### config.mk
export PLATFORM = sky130hd
export DESIGN_NAME = pic_top
export DESIGN_NICKNAME = d
export VERILOG_FILES = /design/src/rtl/pic_pkg.sv /design/src/rtl/pic_cfg.sv /design/src/rtl/pic_ffs.sv /design/src/rtl/pic_arb.sv /design/src/rtl/pic_svc.sv /design/src/rtl/pic_top.sv
export SDC_FILE = /design/constraint.sdc
export NUM_CORES = 1
export LEC_CHECK = 0
export ABC_CLOCK_PERIOD_IN_PS = 4300
export BUFFER_PORTS_ARGS = -buffer_cell sky130_fd_sc_hd__buf_2
export CORE_UTILIZATION = 39
export CTS_BUF_LIST = sky130_fd_sc_hd__clkbuf_8
export CTS_CLUSTER_DIAMETER = 40
export DETAILED_ROUTE_END_ITERATION = 8
export PLACE_DENSITY = 0.61
export REMOVE_ABC_BUFFERS = 1
export SYNTH_ARGS = -nofsm -noshare
export SYNTH_HDL_FRONTEND = slang
export SYNTH_HIERARCHICAL = 1
export SYNTH_SLANG_ARGS = --single-unit
export TNS_END_PERCENT = 100
### constraint.sdc
create_clock -name clk -period 4.3 [get_ports clk]
set_clock_uncertainty 0.15 [all_clocks]
set_input_delay 1.075 -clock clk [delete_from_list [all_inputs] [get_ports clk]]
set_output_delay 1.075 -clock clk [all_outputs]
set_load 0.02 [all_outputs]
### src/rtl/pic_pkg.sv
package pic_pkg;
    typedef enum logic {
        LVL_LO = 1'b0,
        LVL_HI = 1'b1
    } lvl_e;
endpackage

### src/rtl/pic_cfg.sv
module pic_cfg #(
    parameter int NUM_SRC = 8
) (
    input  logic               clk,
    input  logic               rst_n,
    input  logic               prio_we,
    input  logic               en_we,
    input  logic [NUM_SRC-1:0] mask_wdata,
    input  logic               gen_we,
    input  logic               gen_wdata,
    output logic [NUM_SRC-1:0] prio_mask,
    output logic [NUM_SRC-1:0] en_mask,
    output logic               gen
);
    typedef struct packed {
        logic [NUM_SRC-1:0] prio;
        logic [NUM_SRC-1:0] en;
        logic               gen;
    } cfg_t;

    cfg_t cfg_d, cfg_q;

    always_comb begin
        cfg_d = cfg_q;
        if (prio_we) cfg_d.prio = mask_wdata;
        if (en_we)   cfg_d.en   = mask_wdata;
        if (gen_we)  cfg_d.gen  = gen_wdata;
    end

    always_ff @(posedge clk or negedge rst_n) begin
        if (!rst_n) cfg_q <= '0;
        else        cfg_q <= cfg_d;
    end

    assign prio_mask = cfg_q.prio;
    assign en_mask   = cfg_q.en;
    assign gen       = cfg_q.gen;
endmodule

### src/rtl/pic_ffs.sv
module pic_ffs #(
    parameter int NUM_SRC = 8,
    localparam int IDXW = (NUM_SRC > 1) ? $clog2(NUM_SRC) : 1
) (
    input  logic [NUM_SRC-1:0] req,
    output logic               found,
    output logic [IDXW-1:0]    idx
);
    always_comb begin
        found = |req;
        idx   = '0;
        for (int i = NUM_SRC - 1; i >= 0; i--) begin
            if (req[i]) idx = IDXW'(i);
        end
    end
endmodule

### src/rtl/pic_arb.sv
module pic_arb
    import pic_pkg::*;
#(
    parameter int NUM_SRC = 8,
    localparam int IDXW = (NUM_SRC > 1) ? $clog2(NUM_SRC) : 1
) (
    input  logic [NUM_SRC-1:0] pend,
    input  logic [NUM_SRC-1:0] prio_mask,
    input  logic [NUM_SRC-1:0] en_mask,
    input  logic               gen,
    output logic               win_valid,
    output logic [IDXW-1:0]    win_idx,
    output lvl_e               win_lvl
);
    logic [NUM_SRC-1:0] eligible;
    logic [1:0]         lvl_found;
    logic [IDXW-1:0]    lvl_idx [2];

    assign eligible = pend & en_mask & {NUM_SRC{gen}};

    // One first-set finder per level; level 1 searches high sources.
    for (genvar g = 0; g < 2; g++) begin : g_lvl
        logic [NUM_SRC-1:0] lvl_req;
        assign lvl_req = (g == 1) ? (eligible & prio_mask) : (eligible & ~prio_mask);
        pic_ffs #(.NUM_SRC(NUM_SRC)) u_ffs (
            .req   (lvl_req),
            .found (lvl_found[g]),
            .idx   (lvl_idx[g])
        );
    end

    always_comb begin
        win_valid = |lvl_found;
        if (lvl_found[1]) begin
            win_lvl = LVL_HI;
            win_idx = lvl_idx[1];
        end else begin
            win_lvl = LVL_LO;
            win_idx = lvl_idx[0];
        end
    end
endmodule

### src/rtl/pic_svc.sv
module pic_svc
    import pic_pkg::*;
(
    input  logic clk,
    input  logic rst_n,
    input  logic take,
    input  lvl_e take_lvl,
    input  logic ret_pulse,
    input  logic instr_done,
    output logic svc_lo,
    output logic svc_hi,
    output logic block
);
    typedef struct packed {
        logic lo;
        logic hi;
        logic hold;
    } svc_t;

    svc_t svc_d, svc_q;

    always_comb begin
        svc_d = svc_q;
        if (take) begin
            if (take_lvl == LVL_HI) svc_d.hi = 1'b1;
            else                    svc_d.lo = 1'b1;
        end
        if (ret_pulse) begin
            if (svc_q.hi) svc_d.hi = 1'b0;
            else          svc_d.lo = 1'b0;
            svc_d.hold = 1'b1;
        end else if (instr_done) begin
            svc_d.hold = 1'b0;
        end
    end

    always_ff @(posedge clk or negedge rst_n) begin
        if (!rst_n) svc_q <= '0;
        else        svc_q <= svc_d;
    end

    assign svc_lo = svc_q.lo;
    assign svc_hi = svc_q.hi;
    assign block  = ret_pulse | (svc_q.hold & ~instr_done);
endmodule

### src/rtl/pic_top.sv
module pic_top
    import pic_pkg::*;
#(
    parameter int NUM_SRC = 8,
    localparam int IDXW = (NUM_SRC > 1) ? $clog2(NUM_SRC) : 1
) (
    input  logic               clk,
    input  logic               rst_n,
    input  logic               prio_we,
    input  logic               en_we,
    input  logic [NUM_SRC-1:0] mask_wdata,
    input  logic               gen_we,
    input  logic               gen_wdata,
    input  logic [NUM_SRC-1:0] pend,
    input  logic               vec_taken,
    input  logic               ret_pulse,
    input  logic               instr_done,
    output logic               vec_req,
    output logic [IDXW-1:0]    vec_idx,
    output logic               svc_lo,
    output logic               svc_hi
);
    typedef struct packed {
        logic            req;
        logic [IDXW-1:0] idx;
        lvl_e            lvl;
    } vec_t;

    logic [NUM_SRC-1:0] prio_mask, en_mask;
    logic               gen;
    logic               win_valid;
    logic [IDXW-1:0]    win_idx;
    lvl_e               win_lvl;
    logic               block, admit, take;
    vec_t               vec_d, vec_q;

    pic_cfg #(.NUM_SRC(NUM_SRC)) u_cfg (
        .clk        (clk),
        .rst_n      (rst_n),
        .prio_we    (prio_we),
        .en_we      (en_we),
        .mask_wdata (mask_wdata),
        .gen_we     (gen_we),
        .gen_wdata  (gen_wdata),
        .prio_mask  (prio_mask),
        .en_mask    (en_mask),
        .gen        (gen)
    );

    pic_arb #(.NUM_SRC(NUM_SRC)) u_arb (
        .pend      (pend),
        .prio_mask (prio_mask),
        .en_mask   (en_mask),
        .gen       (gen),
        .win_valid (win_valid),
        .win_idx   (win_idx),
        .win_lvl   (win_lvl)
    );

    assign take = vec_q.req & vec_taken;

    pic_svc u_svc (
        .clk        (clk),
        .rst_n      (rst_n),
        .take       (take),
        .take_lvl   (vec_q.lvl),
        .ret_pulse  (ret_pulse),
        .instr_done (instr_done),
        .svc_lo     (svc_lo),
        .svc_hi     (svc_hi),
        .block      (block)
    );

    // A high winner needs no high routine active; a low winner needs none at all.
    assign admit = (win_lvl == LVL_HI) ? !svc_hi : !(svc_hi || svc_lo);

    always_comb begin
        vec_d = vec_q;
        if (vec_q.req) begin
            if (vec_taken) vec_d.req = 1'b0;
        end else begin
            vec_d.req = win_valid && admit && !block;
            vec_d.idx = win_idx;
            vec_d.lvl = win_lvl;
        end
    end

    always_ff @(posedge clk or negedge rst_n) begin
        if (!rst_n) vec_q <= '{req: 1'b0, idx: '0, lvl: LVL_LO};
        else        vec_q <= vec_d;
    end

    assign vec_req = vec_q.req;
    assign vec_idx = vec_q.idx;
endmodule

# Word-level counts from Yosys, hierarchy flattened
# Index checks and enable logic that the tools add are counted.
# op_classes
addsub	0
n_mul	0
div_mod_pow	0
order_cmp	0
n_eq_ne	0
n_shift	0
mux	29
bitwise	9
n_reduce_logical	9
# op_table
op	n
$mux 3	17
$and 8x8->8	4
$reduce_or 16->1	1
$mux 1	10
$not 8->8	1
$reduce_or 8->1	1
$mux 2	2
$logic_not 1->1	3
$and 1x1->1	2
$logic_and 1x1->1	2
$reduce_bool 2->1	1
$logic_or 1x1->1	1
$not 1->1	1
$or 1x1->1	1
# word_totals
register_bits	25
latchBits	0
ram_bits	0
mem_bits_ro	0
input_bits	25
out_inout_bits	6
word_cells	56
memories	0

# Longest topological paths before layout
# Gate-level depths: netlist (run 1).
# logic_depth
depth_word	12
ltp_mapped	7

# Modules after synthesis
# The synthesis (run 1) kept the hierarchy.
# by_module_without_submodules
module	instances	cells_each	area_each_um2	seq_area_each_um2
pic_cfg	1	36	699.4	425.4
pic_top	1	18	246.5	125.1
pic_arb	1	21	216.5	0.0
pic_ffs	2	13	81.3	0.0
pic_svc	1	11	133.9	75.1

# Least setup slack after synthesis (run 1)
# Ideal clock, no wire load.
# synth_timing
path_kind	input -> register
startpoint	in pend[4]
endpoint	reg vec_q, in the netlist vec_idx[1]
setup_ns	0.127
t_arrival_ns	2.311
required_ns	4.023
path_slack_ns	1.712
path_stages	5
n_path_buf	0
path_cell_list	and4_1 nor4_2 nand3_1 mux2_2 mux2_1
# synth_via
elab_chain_len	9
word_cells_on_any_way	16
# synth_lines
item	line	source
start, declared	pic_top.sv:14	input logic [NUM_SRC-1:0] pend,
$and 8x8->8 (*) (2 in a row)	pic_arb.sv:19	assign eligible = pend & en_mask & {NUM_SRC{gen}};
$and 8x8->8, on equally long branches	-	
$mux 3 (5 in a row)	pic_ffs.sv:13	if (req[i]) idx = IDXW'(i);
$mux 3 (*)	pic_arb.sv:34	if (lvl_found[1]) begin
named net win_idx[1]	pic_top.sv:32	logic [IDXW-1:0] win_idx;
end signal, assigned	pic_top.sv:89	if (!rst_n) vec_q <= '{req: 1'b0, idx: '0, lvl: LVL_LO};
end signal, assigned	pic_top.sv:90	else vec_q <= vec_d;
end, declared	pic_top.sv:35	vec_t vec_d, vec_q;
# Mark *: on every way through the listed nets, which the timed path passes. The rest lies on a longest branch.
# A chain may end at the register's enable or synchronous reset.

# Worst setup path after layout (run 1)
# layout_timing
startpoint	in pend[4]
endpoint	reg vec_q, in the netlist vec_idx[1]
# layout_via
elab_chain_len	9
word_cells_on_any_way	16
# layout_lines
item	line	source
$and 8x8->8 (*) (2 in a row)	pic_arb.sv:19	
$and 8x8->8 (*)	-	
named net u_arb.g_lvl[1].lvl_req[4]	pic_arb.sv:23	logic [NUM_SRC-1:0] lvl_req;
$mux 3 (5 in a row)	pic_ffs.sv:13	
$mux 3 (*)	pic_arb.sv:34	
named net win_idx[1]	pic_top.sv:32	
# Marks and branches as above.

==> results of run 1 <==
==> layout by cell type (no fill, tap or decap), types with 3 or more instances in the layout <==
| cell | instances |
|---|---|
| nor2_1 | 6 |
| mux2_4 | 16 |
| inv_1 | 6 |
| dfrtp_1 | 25 |
| nor2b_1 | 3 |
| mux2_2 | 6 |
| buf_2 | 30 |
| clkbuf_8 | 3 |
| and4_2 | 6 |
| and4b_2 | 6 |
==> power by group <==
group	total [mW]	leakage, nW	internal (mW)	switching (mW)
Sequential	0.307	0.302	0.272	0.0351
Combinational	0.168	0.477	0.0913	0.0768
Clock	0.139	0.0269	0.0641	0.0752
Total	0.614	0.805	0.427	0.187
==> synth_stat cells (all sizes together), types with 3 or more instances <==
cell	count	area share (%)
buf	7	4.6
and4b	8	6.0
mux2	24	23
dfrtp	25	43
o21ai	3	1.0
inv	5	1.3
nor2	6	1.5
and4	8	5.3
nor2b	4	1.9
==> logic make-up after synthesis <==
| group | count (synthesis) | synth area share, % |
|---|---|---|
| AO/OA/AOI/OAI | 15 | 7.89 |
| AND/OR/NAND/NOR | 36 | 20.7 |
| flip-flops | 25 | 42.9 |
| multiplexers | 24 | 22.6 |
| buffers and inverters | 12 | 5.92 |
==> worst reg2reg max path, stage by stage, from the launching register on <==
cell and delay, ns:
dfrtp_1 0.55, and4_1 0.27, nor4_2 0.33, nand3_1 0.27, mux2_2 0.35, mux2_1 0.28
==> stage by stage <==
step / instance area [µm²] / hold slack [ns] / setup slack, ns
after floorplan: 1390 / 0.300 / 1.71
after global placement: 1600 / 0.312 / 1.50
after detailed placement: 1600 / 0.325 / 1.38
after CTS: 1640 / 0.344 / 1.68
after global routing: 1640 / 0.363 / 1.57
final: 1640 / 0.342 / 1.69
==> layer usage <==
layer | routed length (µm) | global-route usage (%) | vias up
met3 | 101 | 1.99 | 2
li1 | - | - | 468
met2 | 1360 | 27.4 | 24
met5 | 0 | 0 | -
met4 | 28 | 6.40 | 0
met1 | 1390 | 21.1 | 490
==> final timing paths <==
path / start / end / slack, ns / cells after the start
worst min-delay path: vec_idx[2]$_DFFE_PN0N_ / vec_idx[2]$_DFFE_PN0N_ / 0.34 / 1
worst max register to register: u_cfg/gen$_DFFE_PN0P_ / vec_idx[1]$_DFFE_PN0N_ / 2.00 / 5
worst max-delay path: pend[4] / vec_idx[1]$_DFFE_PN0N_ / 1.69 / 6
min in group asynchronous: rst_n / vec_req$_DFF_PN0_ / 0.64 / 1
worst min register to register: vec_idx[2]$_DFFE_PN0N_ / vec_idx[2]$_DFFE_PN0N_ / 0.34 / 1
max in group asynchronous: rst_n / u_cfg/en_mask[3]$_DFFE_PN0P_ / 2.99 / 1
==> cell type report <==
type                       instances  area, µm²  area share (%)
clock inverter                     1       3.75           0.228
clock buffer                       3       41.3            2.51
tap                               46       57.6            3.50
timing repair buffer              30        150            9.13
multi-input combinational         75        747            45.4
inverter                           5       18.8            1.14
sequential                        25        626            38.1
==> results_dict.tcl, run 1 <==
set metrics [dict create \
    cts_inserted_buffers 3 \
    ys_async_sr_fraction_pct 100 \
    drive_gt1_share_pct 53.2 \
    fmax_mhz 383 \
    synth_warnings 6 \
    synth.distinct_cells 30 \
    antenna_found_initial 0 \
    period_minus_slack_ns 2.61 \
    arrival_ns 2.62 \
    grt_max_degree 26 \
    setup-tns-final_ns 0 \
    cts_tree "done" \
    leakage_nw 0.805 \
    setup-violations-final 0 \
    synthesis.area_mm2 0.00146 \
    ctsHoldBuffers 0 \
    end_kind "flip-flop" \
    finalPower_mw 0.614 \
    cts_resized 0 \
    rsz0062_at_grt "no" \
    root_buffer "clkbuf_8" \
    syn_inst 112 \
    fin_cells 185 \
    worst_slew_pin_slew_ns 0.568 \
    clkSinkCount 25 \
    dp_hpwl_mm 2.21 \
    path_clk_slew_ns 0.08 \
    start_util_pct 42.1 \
    synth_edf_count 0 \
    crit_fanout 6 \
    synth_ff_type "dfrtp_1" \
    vias 984 \
    cts_buffer_depth 2 \
    start_kind "input pin" \
    vias_per_cell 5.32 \
    routed_wl_mm 2.88 \
    postSynthAreaPerCell_um2 13.0 \
    period_share_pct 60.8 \
    hold_path.class "flip-flop to flip-flop" \
    slew_headroom_pct 62.2 \
    crit_chain "buf_2 -> and4_1 -> nor4_2 -> nand3_1 -> mux2_2 -> mux2_1" \
    slowest_stage "mux2_2" \
    placed_cells 181 \
    synth_seq_cells 25 \
    drc_errors 0 \
    h-tree-depth 1 \
    postCtsSetupBuffers 0 \
    drtIter0Drc 28 \
    yosysSeqAreaShare_pct 42.9 \
    row_count 21 \
    peakVddDrop_mv 0.151 \
    numPortBuffers 30 \
    grt_pass1_wl_mm 5.07 \
    ant_nets 0 \
    grt_pass1_vias 1095 \
    nets 165 \
    p_per_area_mw_per_mm2 374 \
    die_w_um 63.2 \
    antenna_cells 0 \
    hold_viol 0 \
    routedWlPerCell_um 15.6 \
    crit_buf_inv 1 \
    dieHeight_um 63.2 \
    core_mm2 0.00347 \
    grt_overflow_total 0 \
    pin_count 31 \
    slew_violations 0 \
    gp_congestion 0.838 \
    drt_pass1_iterations 4 \
    critical_path.max_stage_delay_ns 0.34 \
    critical-path-top-delay-family "simple AND/OR/NAND/NOR gates" \
    clkLatencyLatePin_ns 0.27 \
    dieArea_mm2 0.00399 \
    nFillCells 339 \
    status "finished clean" \
    track_usage_pct 16.3 \
    cap_violations 0 \
    area_growth_pct 12.7 \
    crit_type "input pin to flip-flop" \
    fin_util_pct 47.4 \
    required_ns 4.31 \
]
No activity file was read; power rests on OpenSTA's default activity.
==> run 2: changes to the inputs <==
--- a/config.mk
+++ b/config.mk
@@ -5,13 +5,14 @@
 export SDC_FILE = /design/constraint.sdc
 export NUM_CORES = 1
 export LEC_CHECK = 0
-export ABC_CLOCK_PERIOD_IN_PS = 4300
+export ABC_AREA = 1
+export ABC_CLOCK_PERIOD_IN_PS = 2100
 export BUFFER_PORTS_ARGS = -buffer_cell sky130_fd_sc_hd__buf_2
 export CORE_UTILIZATION = 39
 export CTS_BUF_LIST = sky130_fd_sc_hd__clkbuf_8
 export CTS_CLUSTER_DIAMETER = 40
 export DETAILED_ROUTE_END_ITERATION = 8
-export PLACE_DENSITY = 0.61
+export PLACE_DENSITY = 0.64
 export REMOVE_ABC_BUFFERS = 1
 export SYNTH_ARGS = -nofsm -noshare
 export SYNTH_HDL_FRONTEND = slang
==> constraint.sdc (replaced) <==
create_clock -name clk -period 2.1 [get_ports clk]
set_clock_uncertainty 0.15 [all_clocks]
set_input_delay 0.525 -clock clk [delete_from_list [all_inputs] [get_ports clk]]
set_output_delay 0.525 -clock clk [all_outputs]
set_load 0.02 [all_outputs]
==> run 2 against run 1 <==
  * Combinational power grew 42%
  * Wire length shrank 7.4%
  * Count of clock-buffer cells in the layout is the same
  * Power grew 82%
  * Synthesized cell count grew 84%
  * Critical path depth grew 4
  * Clock power grew 110%
  * Setup slack lost 1.4 ns
  * Non-clock buffer count grew 1
  * Die area shrank 3.8%
  * Critical path type is now flip-flop to flip-flop
==> results_dict.tcl, run 2 <==
set metrics [dict create \
    period_share_pct 87.9 \
    synth_top_area_cell "dfrtp_1" \
    clkSinkCount 25 \
    synthTopCellsByCount "nand2_1, inv_1, dfrtp_1" \
    path_clk_slew_ns 0.09 \
    grt_pass1_vias 964 \
    vias 1224 \
    period_minus_slack_ns 1.85 \
    ys_async_sr_fraction_pct 100 \
    dp_hpwl_mm 2.08 \
    root_buffer "clkbuf_8" \
    required_ns 2.12 \
    cts_tree "done" \
    rrSetupSlack_ns 0.25 \
    synth_seq_cells 25 \
    numPortBuffers 30 \
    drtIter0Drc 44 \
    start_kind "flip-flop" \
    p_per_area_mw_per_mm2 696 \
    end_kind "flip-flop" \
    arrival_ns 1.87 \
    row_count 21 \
    synth_warnings 6 \
    yosysMostFrequentCell "nand2_1" \
    start_util_pct 41.3 \
    placed_cells 277 \
    cts_resized 0 \
    grt_pass1_wl_mm 4.18 \
    cap_violations 0 \
    r2r-end "vec_req$_DFF_PN0_" \
    drc_errors 0 \
    worst_slew_pin_slew_ns 0.569 \
    setup-violations-final 0 \
    layout_commonest_cell "nand2_1" \
    die_w_um 61.9 \
    dieHeight_um 61.9 \
    cts_buffer_depth 2 \
    slew_violations 0 \
    nets 261 \
    grt_overflow_total 0 \
    layout_common_cells "nand2_1, inv_1, buf_2" \
    crit_fanout 9 \
    fmax_mhz 542 \
    hold_path.class "input pin to asynchronous set/reset pin" \
    synth.distinct_cells 18 \
    routed_wl_mm 2.67 \
    dieArea_mm2 0.00384 \
    track_usage_pct 15.2 \
    antenna_cells 0 \
    antenna_found_initial 0 \
    postSynthAreaPerCell_um2 6.80 \
    rr_worst_depth 10 \
    cts_inserted_buffers 3 \
    synthesis.area_mm2 0.00140 \
    hold_viol 0 \
    clkLatencyLatePin_ns 0.27 \
    drive_gt1_share_pct 18.3 \
    pin_count 31 \
    synth_edf_count 0 \
    area_growth_pct 14.6 \
    synth_ff_type "dfrtp_1" \
    leakage_nw 0.941 \
    slew_headroom_pct 62.1 \
    ys_top_cells_by_area "dfrtp_1, nand2_1, inv_1" \
    core_mm2 0.00339 \
    gp_congestion 0.759 \
    rsz0062_at_grt "no" \
    fin_cells 281 \
    postCtsSetupBuffers 0 \
    ctsHoldBuffers 0 \
    status "finished clean" \
    r2r_start "u_cfg/gen$_DFFE_PN0P_" \
    cp-endpoint "vec_req$_DFF_PN0_" \
    routedWlPerCell_um 9.49 \
    peakVddDrop_mv 0.371 \
    ant_nets 0 \
    drt_pass1_iterations 4 \
    syn_inst 206 \
    grt_max_degree 26 \
    crit_type "flip-flop to flip-flop" \
    setup-tns-final_ns 0 \
    synth_top_cell_area_share_pct 44.6 \
    vias_per_cell 4.36 \
    startpoint "u_cfg/gen$_DFFE_PN0P_" \
    yosysSeqAreaShare_pct 44.6 \
    h-tree-depth 1 \
]
[run 2: cell type report]
type | instances | area [µm²]
clock buffers | 3 | 41.3
clock inverters | 1 | 5.00
fillers | 374 | 1780
inverters | 37 | 139
multi-input cells | 138 | 581
flip-flops and latches | 25 | 626
well taps | 46 | 57.6
repair buffers | 31 | 158
[run 2: worst min-delay path by stage]
stage / endpoint / slack [ns] / cells after the start
after floorplan: u_cfg/en_mask[0]$_DFFE_PN0P_ / 0.08 / 0
after global placement: u_cfg/en_mask[2]$_DFFE_PN0P_ / 0.31 / 2
after detailed placement: u_cfg/en_mask[2]$_DFFE_PN0P_ / 0.31 / 2
after CTS: vec_idx[1]$_DFFE_PN0N_ / 0.10 / 1
after global routing: u_cfg/prio_mask[6]$_DFFE_PN0P_ / 0.12 / 1
final: vec_idx[1]$_DFFE_PN0N_ / 0.08 / 1
[run 2: cells by family (layout without fill, tap and decap cells)]
kind of cell / Yosys count / after routing / share of synthesized area (%)
DFF: 25 / 25 / 44.6
buffers and inverters: 43 / 72 / 13.9
AOI/OAI and AO/OA: 9 / 9 / 3.66
and+or+nand+nor: 129 / 129 / 37.8
[run 2: critical path: stages (launching register included)]
cell and delay, ns:
dfrtp_1 0.50, nand3_1 0.14, nor2_1 0.05, or2_1 0.25
nor3_2 0.14, nand2_1 0.08, or2_1 0.23, inv_1 0.05
nor2_1 0.03, nand4_1 0.06, nand2_1 0.05
[run 2: power breakdown]
part / internal (mW) / total, mW / switching [mW] / leakage (nW)
combinational: 0.0926 / 0.239 / 0.146 / 0.604
clock: 0.133 / 0.294 / 0.161 / 0.0255
sequential: 0.537 / 0.585 / 0.0475 / 0.312
total: 0.763 / 1.12 / 0.355 / 0.941
[run 2: per-stage QoR]
step,utilization [%],total power [mW],setup slack [ns],instance area (µm²),hold WS (ns)
floorplan,-,0.739,0.270,1350,0.0794
global placement,46.0,0.832,0.182,1560,0.306
detailed placement,46.0,0.837,0.163,1560,0.309
CTS,47.4,1.13,0.244,1610,0.101
global route,47.4,1.20,0.140,1610,0.119
finish,47.4,1.12,0.255,1610,0.0830
[run 2: metal layers]
layer,up-vias,track usage [%],routed length (µm),share of wire [%]
li1,664,-,-,-
met1,534,21.3,1320,50
met2,22,22.9,1210,45
met3,4,3.11,92,3.4
met4,0,5.71,45,1.7
met5,-,0,0,0
==> run 3: changes to the inputs <==
--- a/config.mk
+++ b/config.mk
@@ -7,7 +7,7 @@
 export LEC_CHECK = 0
 export ABC_AREA = 1
 export ABC_CLOCK_PERIOD_IN_PS = 2100
-export BUFFER_PORTS_ARGS = -buffer_cell sky130_fd_sc_hd__buf_2
+export BUFFER_PORTS_ARGS = -buffer_cell sky130_fd_sc_hd__buf_4
 export CORE_UTILIZATION = 39
 export CTS_BUF_LIST = sky130_fd_sc_hd__clkbuf_8
 export CTS_CLUSTER_DIAMETER = 40
==> run 3 against run 2 <==
  * Non-clock buffer count is 1 higher
  * Setup slack worse by 0.012 ns
  * Final area is 5.5% higher
  * Count of clock-buffer cells in the layout stayed put
  * Critical path type unchanged
  * Critical endpoint unchanged
==> results_dict.tcl, run 3 (synthesis results as in run 2) <==
set metrics [dict create \
    critical-path-top-delay-family "simple AND/OR/NAND/NOR gates" \
    setup-violations-final 0 \
    fin_ws_ns 0.243 \
    leakage_nw 0.968 \
    drc_errors 0 \
    pin_count 31 \
    layout_common_cells "nand2_1, inv_1, buf_4" \
    status "finished clean" \
    die_w_um 61.9 \
    clkSinkCount 25 \
    start_kind "flip-flop" \
    nets 262 \
    grt_overflow_total 0 \
    hold_path.class "input pin to flip-flop" \
    crit_type "flip-flop to flip-flop" \
    area_growth_pct 21.0 \
    numPortBuffers 30 \
    slowest_stage "dfrtp_1" \
    dp_slack_ns 0.150 \
    clkLatencyLatePin_ns 0.27 \
    setup-tns-final_ns 0 \
    routedWlPerCell_um 9.15 \
    start_util_pct 41.3 \
    cts_inserted_buffers 3 \
    end_kind "flip-flop" \
    cts_resized 0 \
    vias 1237 \
    slew_headroom_pct 79.1 \
    p_per_area_mw_per_mm2 677 \
    routed_wl_mm 2.58 \
    layout_commonest_cell "nand2_1" \
    gp_congestion 0.779 \
    grt_max_degree 26 \
    grt_pass1_wl_mm 4.17 \
    fmax_mhz 538 \
    timing.hold.ws_ns 0.285 \
    dp_hpwl_mm 2.07 \
    path_clk_slew_ns 0.09 \
    hold_viol 0 \
    required_ns 2.12 \
    crit_buf_inv 1 \
    antenna_cells 0 \
    period_minus_slack_ns 1.86 \
    worst_slew_pin_slew_ns 0.313 \
    core_mm2 0.00339 \
    rsz0062_at_grt "no" \
    track_usage_pct 15.0 \
    slew_violations 0 \
    dieArea_mm2 0.00384 \
    drive_gt1_share_pct 18.2 \
    period_share_pct 88.5 \
    crit_fanout 9 \
    arrival_ns 1.88 \
    drt_pass1_iterations 6 \
    cts_buffer_depth 2 \
    row_count 21 \
    dieHeight_um 61.9 \
    critical_path.max_stage_delay_ns 0.50 \
    cts_tree "done" \
    grt_pass1_vias 994 \
    peakVddDrop_mv 0.444 \
    drtIter0Drc 35 \
    finalPower_mw 1.15 \
    crit_chain "nand3_1 -> nor2_1 -> or2_1 -> nor3_2 -> nand2_1 -> or2_1 -> inv_1 -> nor2_1 -> nand4_1 -> nand2_1" \
    root_buffer "clkbuf_8" \
    antenna_found_initial 0 \
    vias_per_cell 4.39 \
    cap_violations 0 \
    h-tree-depth 1 \
    ant_nets 0 \
]
## run 3: area by class of cell
| cell class | instances | area, µm² |
|---|---|---|
| Clock inverter | 1 | 8.76 |
| Timing Repair Buffer | 32 | 243 |
| Tap cell | 46 | 57.6 |
| Clock buffer | 3 | 41.3 |
| Multi-Input combinational cell | 138 | 581 |
| Inverter | 37 | 139 |
| Fill cell | 362 | 1690 |
| Sequential cell | 25 | 626 |
## run 3: report_power, final
| part | leakage [nW] | total [mW] | switching (mW) | internal (mW) |
|---|---|---|---|---|
| combinational | 0.630 | 0.263 | 0.145 | 0.118 |
| clock | 0.0261 | 0.300 | 0.161 | 0.139 |
| sequential | 0.312 | 0.586 | 0.0483 | 0.537 |
| total | 0.968 | 1.15 | 0.353 | 0.794 |
## run 3: layer usage
| metal | track usage [%] | share of wire (%) | vias up |
|---|---|---|---|
| met4 | 3.81 | 0.89 | 0 |
| li1 | - | - | 670 |
| met2 | 25.2 | 46 | 21 |
| met1 | 19.1 | 50 | 544 |
| met3 | 3.73 | 2.9 | 2 |
| met5 | 0 | 0 | - |
## run 3: worst paths after layout
| kind | from | end | slack [ns] | depth (start not counted) |
|---|---|---|---|---|
| worst max-delay path | u_cfg/gen$_DFFE_PN0P_ | vec_req$_DFF_PN0_ | 0.24 | 10 |
| worst min-delay path | instr_done | u_svc/svc_q[0]$_DFFE_PN0P_ | 0.28 | 2 |
| worst max register to register | u_cfg/gen$_DFFE_PN0P_ | vec_req$_DFF_PN0_ | 0.24 | 10 |
| worst min register to register | u_cfg/en_mask[2]$_DFFE_PN0P_ | u_cfg/en_mask[2]$_DFFE_PN0P_ | 0.33 | 2 |
| max in group asynchronous | rst_n | u_svc/svc_q[0]$_DFFE_PN0P_ | 1.03 | 2 |
| min in group asynchronous | rst_n | u_cfg/en_mask[6]$_DFFE_PN0P_ | 0.53 | 2 |
## run 3: timing repair
action,CTS,global route
hold buffers,1,0
setup buffers,0,0
endpoints found under the hold margin,21,0
## run 3: per-stage QoR
step           std cells  instance area (µm²)  util [%]
2_1_floorplan        200                 1350         -
3_3_place_gp         277                 1640      48.2
3_5_place_dp         277                 1640      48.2
4_1_cts              282                 1700      50.0
5_1_grt              282                 1700      50.0
6_report             282                 1700      50.0
